<file path="config.mk">
export PLATFORM = sky130hd
export DESIGN_NAME = codec_regfile
export DESIGN_NICKNAME = d
export VERILOG_FILES = /design/src/rtl/codec_regs_pkg.sv /design/src/rtl/codec_dir_bank.sv /design/src/rtl/codec_ind_bank.sv /design/src/rtl/codec_read_mux.sv /design/src/rtl/codec_regfile.sv
export SDC_FILE = /design/constraint.sdc
export NUM_CORES = 1
export LEC_CHECK = 0
export BUFFER_PORTS_ARGS = -buffer_cell sky130_fd_sc_hd__buf_2
export CORE_MARGIN = 1.5
export CORE_UTILIZATION = 60
export DETAILED_ROUTE_END_ITERATION = 6
export PLACE_DENSITY = 0.77
export SKIP_CTS_REPAIR_TIMING = 1
export SLEW_MARGIN = 15
export SYNTH_ARGS = -nofsm -noshare
export SYNTH_HDL_FRONTEND = slang
export SYNTH_SLANG_ARGS = --single-unit
</file>
<file path="constraint.sdc">
create_clock -name clk -period 5.84 [get_ports clk]
set_input_delay 1.168 -clock clk [delete_from_list [all_inputs] [get_ports clk]]
set_output_delay 1.168 -clock clk [all_outputs]
set_load 0.005 [all_outputs]
</file>
<file path="src/rtl/codec_regs_pkg.sv">
package codec_regs_pkg;

  typedef logic [31:0] word_t;
  typedef logic [7:0]  ibyte_t;

  typedef enum logic [1:0] {DK_PLAIN, DK_PORT, DK_ZERO, DK_CTRL} dir_kind_e;

  localparam int WORD_INDEX   = 0;
  localparam int WORD_DATA    = 1;
  localparam int WORD_ZERO    = 2;
  localparam int WORD_CTRL    = 4;
  localparam int SOFT_RST_BIT = 0;

  localparam int IDX_WONLY    = 3;
  localparam int IDX_LOCKED   = 11;
  localparam int IDX_CODECVER = 12;
  localparam int IDX_CHIPVER  = 25;

  localparam ibyte_t CODEC_VER  = 8'h8A;
  localparam ibyte_t CHIP_VER   = 8'hA0;
  localparam ibyte_t KEEP_MASK  = 8'h40;
  localparam word_t  CTRL_MASK  = 32'h0000_007F;

  function automatic dir_kind_e dir_kind(int w);
    case (w)
      WORD_DATA: return DK_PORT;
      WORD_ZERO: return DK_ZERO;
      WORD_CTRL: return DK_CTRL;
      default:   return DK_PLAIN;
    endcase
  endfunction

  function automatic ibyte_t ind_reset_val(int idx);
    if (idx == IDX_CODECVER) return CODEC_VER;
    if (idx == IDX_CHIPVER)  return CHIP_VER;
    return 8'h00;
  endfunction

  function automatic logic ind_writable(int idx);
    return !(idx == IDX_LOCKED || idx == IDX_CHIPVER);
  endfunction

  function automatic ibyte_t ind_store_val(int idx, ibyte_t wd);
    if (idx == IDX_CODECVER) return (wd & KEEP_MASK) | CODEC_VER;
    return wd;
  endfunction

  function automatic ibyte_t ind_read_val(int idx, ibyte_t q);
    if (idx == IDX_WONLY) return 8'h00;
    return q;
  endfunction

  function automatic word_t ctrl_store_val(word_t wd);
    return wd & CTRL_MASK;
  endfunction

endpackage

</file>
<file path="src/rtl/codec_dir_bank.sv">
module codec_dir_bank
  import codec_regs_pkg::*;
#(
  parameter int DIR_COUNT = 16,
  localparam int WORD_AW = $clog2(DIR_COUNT)
) (
  input  logic                       clk,
  input  logic                       rst_n,
  input  logic                       wr_en,
  input  logic [WORD_AW-1:0]         wr_word,
  input  word_t                      wdata,
  input  logic                       soft_clr,
  output logic [DIR_COUNT-1:0][31:0] regs_o
);

  for (genvar w = 0; w < DIR_COUNT; w++) begin : g_dir
    localparam dir_kind_e KIND = dir_kind(w);
    logic hit;
    assign hit = wr_en && (wr_word == WORD_AW'(w));

    if (KIND == DK_PLAIN) begin : g_plain
      word_t q;
      always_ff @(posedge clk or negedge rst_n) begin
        if (!rst_n)        q <= '0;
        else if (hit)      q <= wdata;
        else if (soft_clr) q <= '0;
      end
      assign regs_o[w] = q;
    end else if (KIND == DK_CTRL) begin : g_ctrl
      word_t q;
      always_ff @(posedge clk or negedge rst_n) begin
        if (!rst_n)        q <= '0;
        else if (hit)      q <= ctrl_store_val(wdata);
        else if (soft_clr) q <= '0;
      end
      assign regs_o[w] = q;
    end else begin : g_none
      logic unused_hit;
      assign unused_hit = hit;
      assign regs_o[w] = '0;
    end
  end

endmodule

</file>
<file path="src/rtl/codec_ind_bank.sv">
module codec_ind_bank
  import codec_regs_pkg::*;
#(
  parameter int IND_COUNT = 32,
  localparam int IDX_W = $clog2(IND_COUNT)
) (
  input  logic                      clk,
  input  logic                      rst_n,
  input  logic                      wr_en,
  input  logic [IDX_W-1:0]          wr_idx,
  input  ibyte_t                    wdata,
  input  logic                      soft_clr,
  output logic [IND_COUNT-1:0][7:0] regs_o
);

  for (genvar i = 0; i < IND_COUNT; i++) begin : g_ind
    localparam ibyte_t RST_VAL = ind_reset_val(i);
    ibyte_t q;
    logic   hit;
    assign hit = wr_en && (wr_idx == IDX_W'(i)) && ind_writable(i);

    always_ff @(posedge clk or negedge rst_n) begin
      if (!rst_n)        q <= RST_VAL;
      else if (soft_clr) q <= RST_VAL;
      else if (hit)      q <= ind_store_val(i, wdata);
    end
    assign regs_o[i] = q;
  end

endmodule

</file>
<file path="src/rtl/codec_read_mux.sv">
module codec_read_mux
  import codec_regs_pkg::*;
#(
  parameter int DIR_COUNT = 16,
  parameter int IND_COUNT = 32,
  localparam int WORD_AW = $clog2(DIR_COUNT),
  localparam int IDX_W   = $clog2(IND_COUNT)
) (
  input  logic                       clk,
  input  logic                       rst_n,
  input  logic                       rd_en,
  input  logic [WORD_AW-1:0]         rd_word,
  input  logic [IDX_W-1:0]           idx,
  input  logic [DIR_COUNT-1:0][31:0] dir_regs,
  input  logic [IND_COUNT-1:0][7:0]  ind_regs,
  output word_t                      rdata
);

  word_t sel;

  always_comb begin
    if (rd_word == WORD_AW'(WORD_DATA))
      sel = {24'h0, ind_read_val(int'(idx), ind_regs[idx])};
    else
      sel = dir_regs[rd_word];
  end

  always_ff @(posedge clk or negedge rst_n) begin
    if (!rst_n)     rdata <= '0;
    else if (rd_en) rdata <= sel;
  end

endmodule

</file>
<file path="src/rtl/codec_regfile.sv">
module codec_regfile
  import codec_regs_pkg::*;
#(
  parameter int DIR_COUNT = 16,
  parameter int IND_COUNT = 32,
  localparam int WORD_AW = $clog2(DIR_COUNT),
  localparam int IDX_W   = $clog2(IND_COUNT),
  localparam int ADDR_W  = WORD_AW + 2
) (
  input  logic              clk,
  input  logic              rst_n,
  input  logic [ADDR_W-1:0] bus_addr,
  input  logic              bus_wr,
  input  logic              bus_rd,
  input  logic [31:0]       bus_wdata,
  output logic [31:0]       bus_rdata,
  output logic              irq
);

  logic [DIR_COUNT-1:0][31:0] dir_regs;
  logic [IND_COUNT-1:0][7:0]  ind_regs;

  logic [WORD_AW-1:0] word_sel;
  logic [IDX_W-1:0]   cur_index;
  logic               data_port_wr;
  logic               soft_clr;
  word_t              ctrl_q;
  ibyte_t             codec_ver_q;
  ibyte_t             chip_ver_q;

  assign word_sel     = bus_addr[ADDR_W-1:2];
  assign cur_index    = dir_regs[WORD_INDEX][IDX_W-1:0];
  assign data_port_wr = bus_wr && (word_sel == WORD_AW'(WORD_DATA));
  assign soft_clr     = bus_wr && (word_sel == WORD_AW'(WORD_CTRL)) && bus_wdata[SOFT_RST_BIT];
  assign ctrl_q       = dir_regs[WORD_CTRL];
  assign codec_ver_q  = ind_regs[IDX_CODECVER];
  assign chip_ver_q   = ind_regs[IDX_CHIPVER];
  assign irq          = 1'b0;

  codec_dir_bank #(.DIR_COUNT(DIR_COUNT)) u_dir (
    .clk      (clk),
    .rst_n    (rst_n),
    .wr_en    (bus_wr),
    .wr_word  (word_sel),
    .wdata    (bus_wdata),
    .soft_clr (soft_clr),
    .regs_o   (dir_regs)
  );

  codec_ind_bank #(.IND_COUNT(IND_COUNT)) u_ind (
    .clk      (clk),
    .rst_n    (rst_n),
    .wr_en    (data_port_wr),
    .wr_idx   (cur_index),
    .wdata    (bus_wdata[7:0]),
    .soft_clr (soft_clr),
    .regs_o   (ind_regs)
  );

  codec_read_mux #(.DIR_COUNT(DIR_COUNT), .IND_COUNT(IND_COUNT)) u_rd (
    .clk      (clk),
    .rst_n    (rst_n),
    .rd_en    (bus_rd),
    .rd_word  (word_sel),
    .idx      (cur_index),
    .dir_regs (dir_regs),
    .ind_regs (ind_regs),
    .rdata    (bus_rdata)
  );

endmodule

</file>
# Word-level counts from Yosys, hierarchy flattened
# Cells that the tools add are included.
# totals
ff_bits	720
input_bits	42
output_inout_bits	33
elab_cells	270
# op_classes
order_cmp	2
eq_ne	44
mux	87
n_reduce_logical	92
# ops
operator	count
2-to-1 mux 32 bit	17
2-to-1 mux 8 bit	64
binary-select mux 32 bit (select 4 bit)	1
nonzero test 2 bit	44
== test 5 bit (second input constant)	15
logical AND 1 bit	46
binary-select mux 8 bit (select 5 bit)	1
== test 5 x 4 -> 1 bit (second input constant)	7
== test 4 bit (second input constant)	8
== test 5 x 3 -> 1 bit (second input constant)	5
== test 4 x 3 -> 1 bit (second input constant)	4
== test 5 x 2 -> 1 bit (second input constant)	2
less-than comparator 5 x 6 -> 1 bit (second input constant)	1
== test 5 x 1 -> 1 bit (second input constant)	1
logical NOT 5 bit	1
less-than comparator 4 x 5 -> 1 bit (second input constant)	1
== test 4 x 1 -> 1 bit (second input constant)	1
== test 4 x 2 -> 1 bit (second input constant)	1
logical NOT 4 bit	1
2-to-1 mux 1 bit	4

# Longest topological paths before layout
# logic_depth
word_depth	8
ltp_mapped	9
ltp_nobuf	5

# Hierarchy
# Synthesis repeated with hierarchy kept, for this count alone.
# hier_totals
hier_cells	2832
hier_area_um2	36850.3
# by_module_without_submodules
module	instances	cells_each	area_per_inst_um2	seq_area_each_um2
codec_dir_bank	1	1502	19272.2	10585.2
codec_ind_bank	1	834	10430.0	5830.6
codec_read_mux	1	490	7101.8	800.8
codec_regfile	1	6	46.3	0.0

# Worst setup path after synthesis
# No wires, ideal clock.
# synth_timing
path_type	input port to flip-flop
start	in bus_addr[3]
end	reg u_rd.rdata[0]
setup_time_ns	0.153
t_arrival_ns	2.820
t_required_ns	5.687
path_slack_ns	2.867
path_stages	7
n_path_buf	3
path_cell_list	buf_4 buf_2 buf_1 mux4_2 mux4_2 mux2i_1 o31ai_1
# synth_between
elab_chain_len	3
word_cells_on_any_way	4
cone_classes	eq/ne (1); mux (3)
# synth_lines
item	line	rtl
start: declaration	codec_regfile.sv:12	input logic [ADDR_W-1:0] bus_addr,
binary-select mux 32 bit (select 4 bit)	codec_read_mux.sv:25	sel = dir_regs[rd_word];
2-to-1 mux 32 bit (not written as such)	codec_read_mux.sv:25	
2-to-1 mux 32 bit *	codec_read_mux.sv:22	if (rd_word == WORD_AW'(WORD_DATA))
end signal: assignment	codec_read_mux.sv:30	else if (rd_en) rdata <= sel;
end: declaration	codec_read_mux.sv:16	output word_t rdata
# Every way passes the cells marked *; elsewhere a longest branch is shown, timed or not. The select of a mux whose other input is x is not followed.
# A chain may end at the register's enable or synchronous reset.

# Final worst setup path
# layout_timing
start	in bus_addr[3]
end	reg u_rd.rdata[1]
# Same word-level chain as after synthesis.

==> metrics <==
status=complete, no violations; Leak Pwr=15.80 nW; ys async rst share=100.0%; Slew @ Worst Pin=1.274 ns; DIE AREA=0.05381 mm²; top cells by area in the synthesized netlist=dfrtp_1 55%, a22o_1 12%, mux4_2 8.1%, mux2i_1 4.4%, a21oi_1 2.9%; Final nets=2572; Ys Warns=0; Yosys top cell by area=dfrtp_1; crit-path max cell delay=0.96 ns; core region area=0.05161 mm²; Synth top area share=54.73%; Post-synth EDFFs=0; WS Path Type=in2reg; via count=23140; Final Slew Violations=0; fin crit period=3.721 ns; final worst-path cycle share=63.71%; slowest cell on the critical path=nor2_4; global route total overflow=0; Starting Density=60.95%; Inst Count DP=3135; clk root buf=clkbuf_16; die height=232.0 µm; GPL Wtd Cong=0.8404; Pre-antenna DRT Iters=5; CTS buffer count=72; IO buf count=71; # H-tree levels=3; Post-DRT Antenna Nets=0; CP max FO=48; final instance area=0.03442 mm²; area delta synth->final=9.431%; synthesized area=0.03146 mm²; CTS Buffer Depth=3; WL per Instance=27.42 µm; Worst Path Arrival=4.24 ns; syn avg cell area=11.97 µm²; I/O Pins=75; distinct cell type count after synthesis=62; drt initial violations=2615; Finished Layout Cells=3264; Hold Fails Final Rpt=0; fmax=0.2688 GHz; vias in the first global route=23510; Num Clock Sinks=688; crit-path cells=buf_4 -> buf_4 -> nor2_4 -> a221oi_1 -> o311ai_0 -> mux2i_1 -> o31ai_1; HP Class=reg2reg; Mapped Cells=2628; Post-DP HPWL=48280 µm; GR Util All Layers=33.95%; most frequent cell after synthesis=dfrtp_1; CP required=6.36 ns; routed wire length=89500 µm; post-place instance area=0.03203 mm²; CP endpoint kind=flip-flop; initial antenna violation count=6; row count=83; # DRC=0; Top FF cell, synth=dfrtp_1; share of layout cells above drive strength 1=17.19%; vias per cell=7.090; setup TNS=0 ns; cell mode on critical path=buf_4; clock-pin slew on the worst setup and hold paths=0.06 ns; crit path launch type=input pin; die width=232.0 µm; Setup Viol. Count Final=0; max_slew headroom=14.85%; #FFs+latches synth=688; RSZ-0062 raised after global routing=false; top cells by count, synth=688 x dfrtp_1, 423 x a22o_1, 182 x nand2_1, 181 x a21oi_1, 174 x nor2_1; maxcap violations=0; first-pass GRT wire length=140100 µm; Pwr Density=357.7 mW/mm²; Seq/Total Area, Yosys=54.73%; # fillers=3721; maximum vdd drop=0.2463 mV; Max Clock Skew=0.03359 ns; utilization after layout=66.69%; CTS tree=built; largest net degree at the start of global routing=234; clk_lat worst skew=0.63 ns; Synth Net Count=2670
registers in the layout (all words and copies together) (netlist names):
signal / flops
u_rd.rdata: 32
u_dir.g_dir.g_ctrl.q: 7
u_dir.g_dir.g_plain.q: 416
u_ind.g_ind.q: 233
cell type report:
cell class	instances	area [µm²]	area share, %
Clock inverter	20	221.5	0.6434
Timing Repair Buffer	123	842.1	2.446
Tap cell	680	850.8	2.472
Clock buffer	107	2146	6.234
Multi-Input combinational cell	1640	13120	38.10
Antenna cell	1	2.502	0.007270
Sequential cell	688	17230	50.04
Inverter	5	18.77	0.05452
path summary, 6_finish.rpt:
kind / start / to / slack [ns] / cells after the start
worst max-delay path: bus_addr[3] / u_rd.rdata[1] / 2.12 / 7
worst min-delay path: u_dir.g_dir[9].g_plain.q[23] / u_dir.g_dir[9].g_plain.q[23] / 0.49 / 1
worst max register to register: u_dir.g_dir[0].g_plain.q[0] / u_rd.rdata[2] / 2.59 / 5
worst min register to register: u_dir.g_dir[9].g_plain.q[23] / u_dir.g_dir[9].g_plain.q[23] / 0.49 / 1
max in group asynchronous: rst_n / u_dir.g_dir[10].g_plain.q[4] / 3.82 / 2
min in group asynchronous: rst_n / u_rd.rdata[17] / 0.58 / 1
per-stage QoR:
stage / hold WS [ns] / setup slack, ns / power (mW)
2_1_floorplan: 0.4606 / 2.867 / 7.097
3_3_place_gp: 0.4764 / 1.597 / 7.611
3_5_place_dp: 0.4760 / 1.531 / 7.719
4_1_cts: 0.4965 / 2.196 / 12.33
5_1_grt: 0.5001 / 2.043 / 12.74
6_report: 0.4922 / 2.119 / 12.31
per-layer routing:
metal,GRT usage (%),vias to the layer above,wire length [µm]
met4,13.64,10,3692
li1,-,9586,-
met1,46.71,11920,34980
met3,8.141,280,9111
met2,52.32,1344,41650
met5,0,-,70
worst max-delay path, delay by kind of cell:
family / cells / cell delay [ns]
buf+inv: 2 / 0.75
compound gates: 3 / 1.10
mux: 1 / 0.19
simple gates: 1 / 0.96
power by group:
group          switching [mW]  internal [mW]  total [mW]
clock network            1.90           2.72        4.62
registers               0.461           5.41        5.87
logic                   0.922          0.901        1.82
layout by cell type, fill, tap and decap left out, types with 10 or more instances in the layout:
master | netlist | routed
clkbuf_1 | 155 | 16
a22oi_1 | 28 | 28
clkbuf_8 | 0 | 17
nand2b_1 | 10 | 10
nor2_1 | 174 | 150
buf_2 | 101 | 67
mux4_2 | 113 | 113
nand3_1 | 95 | 95
mux2_2 | 46 | 46
nor2b_1 | 33 | 32
buf_4 | 11 | 48
clkbuf_16 | 0 | 74
a22o_1 | 423 | 423
nor3_1 | 30 | 27
mux2i_1 | 137 | 137
a221oi_1 | 27 | 27
dfrtp_1 | 688 | 684
clkinv_2 | 0 | 12
o21ai_0 | 79 | 79
nand2_1 | 182 | 182
nor2_4 | 0 | 24
a21oi_1 | 181 | 181
kinds of logic after synthesis:
family | count (synthesis) | share of synthesized area, %
other | 1 | 0.01192
AOI/OAI and AO/OA | 779 | 18.37
muxes | 298 | 14.26
DFF | 688 | 54.73
buffers and inverters | 300 | 4.212
and+or+nand+nor | 562 | 8.409
(Power assumes the default switching activity.)
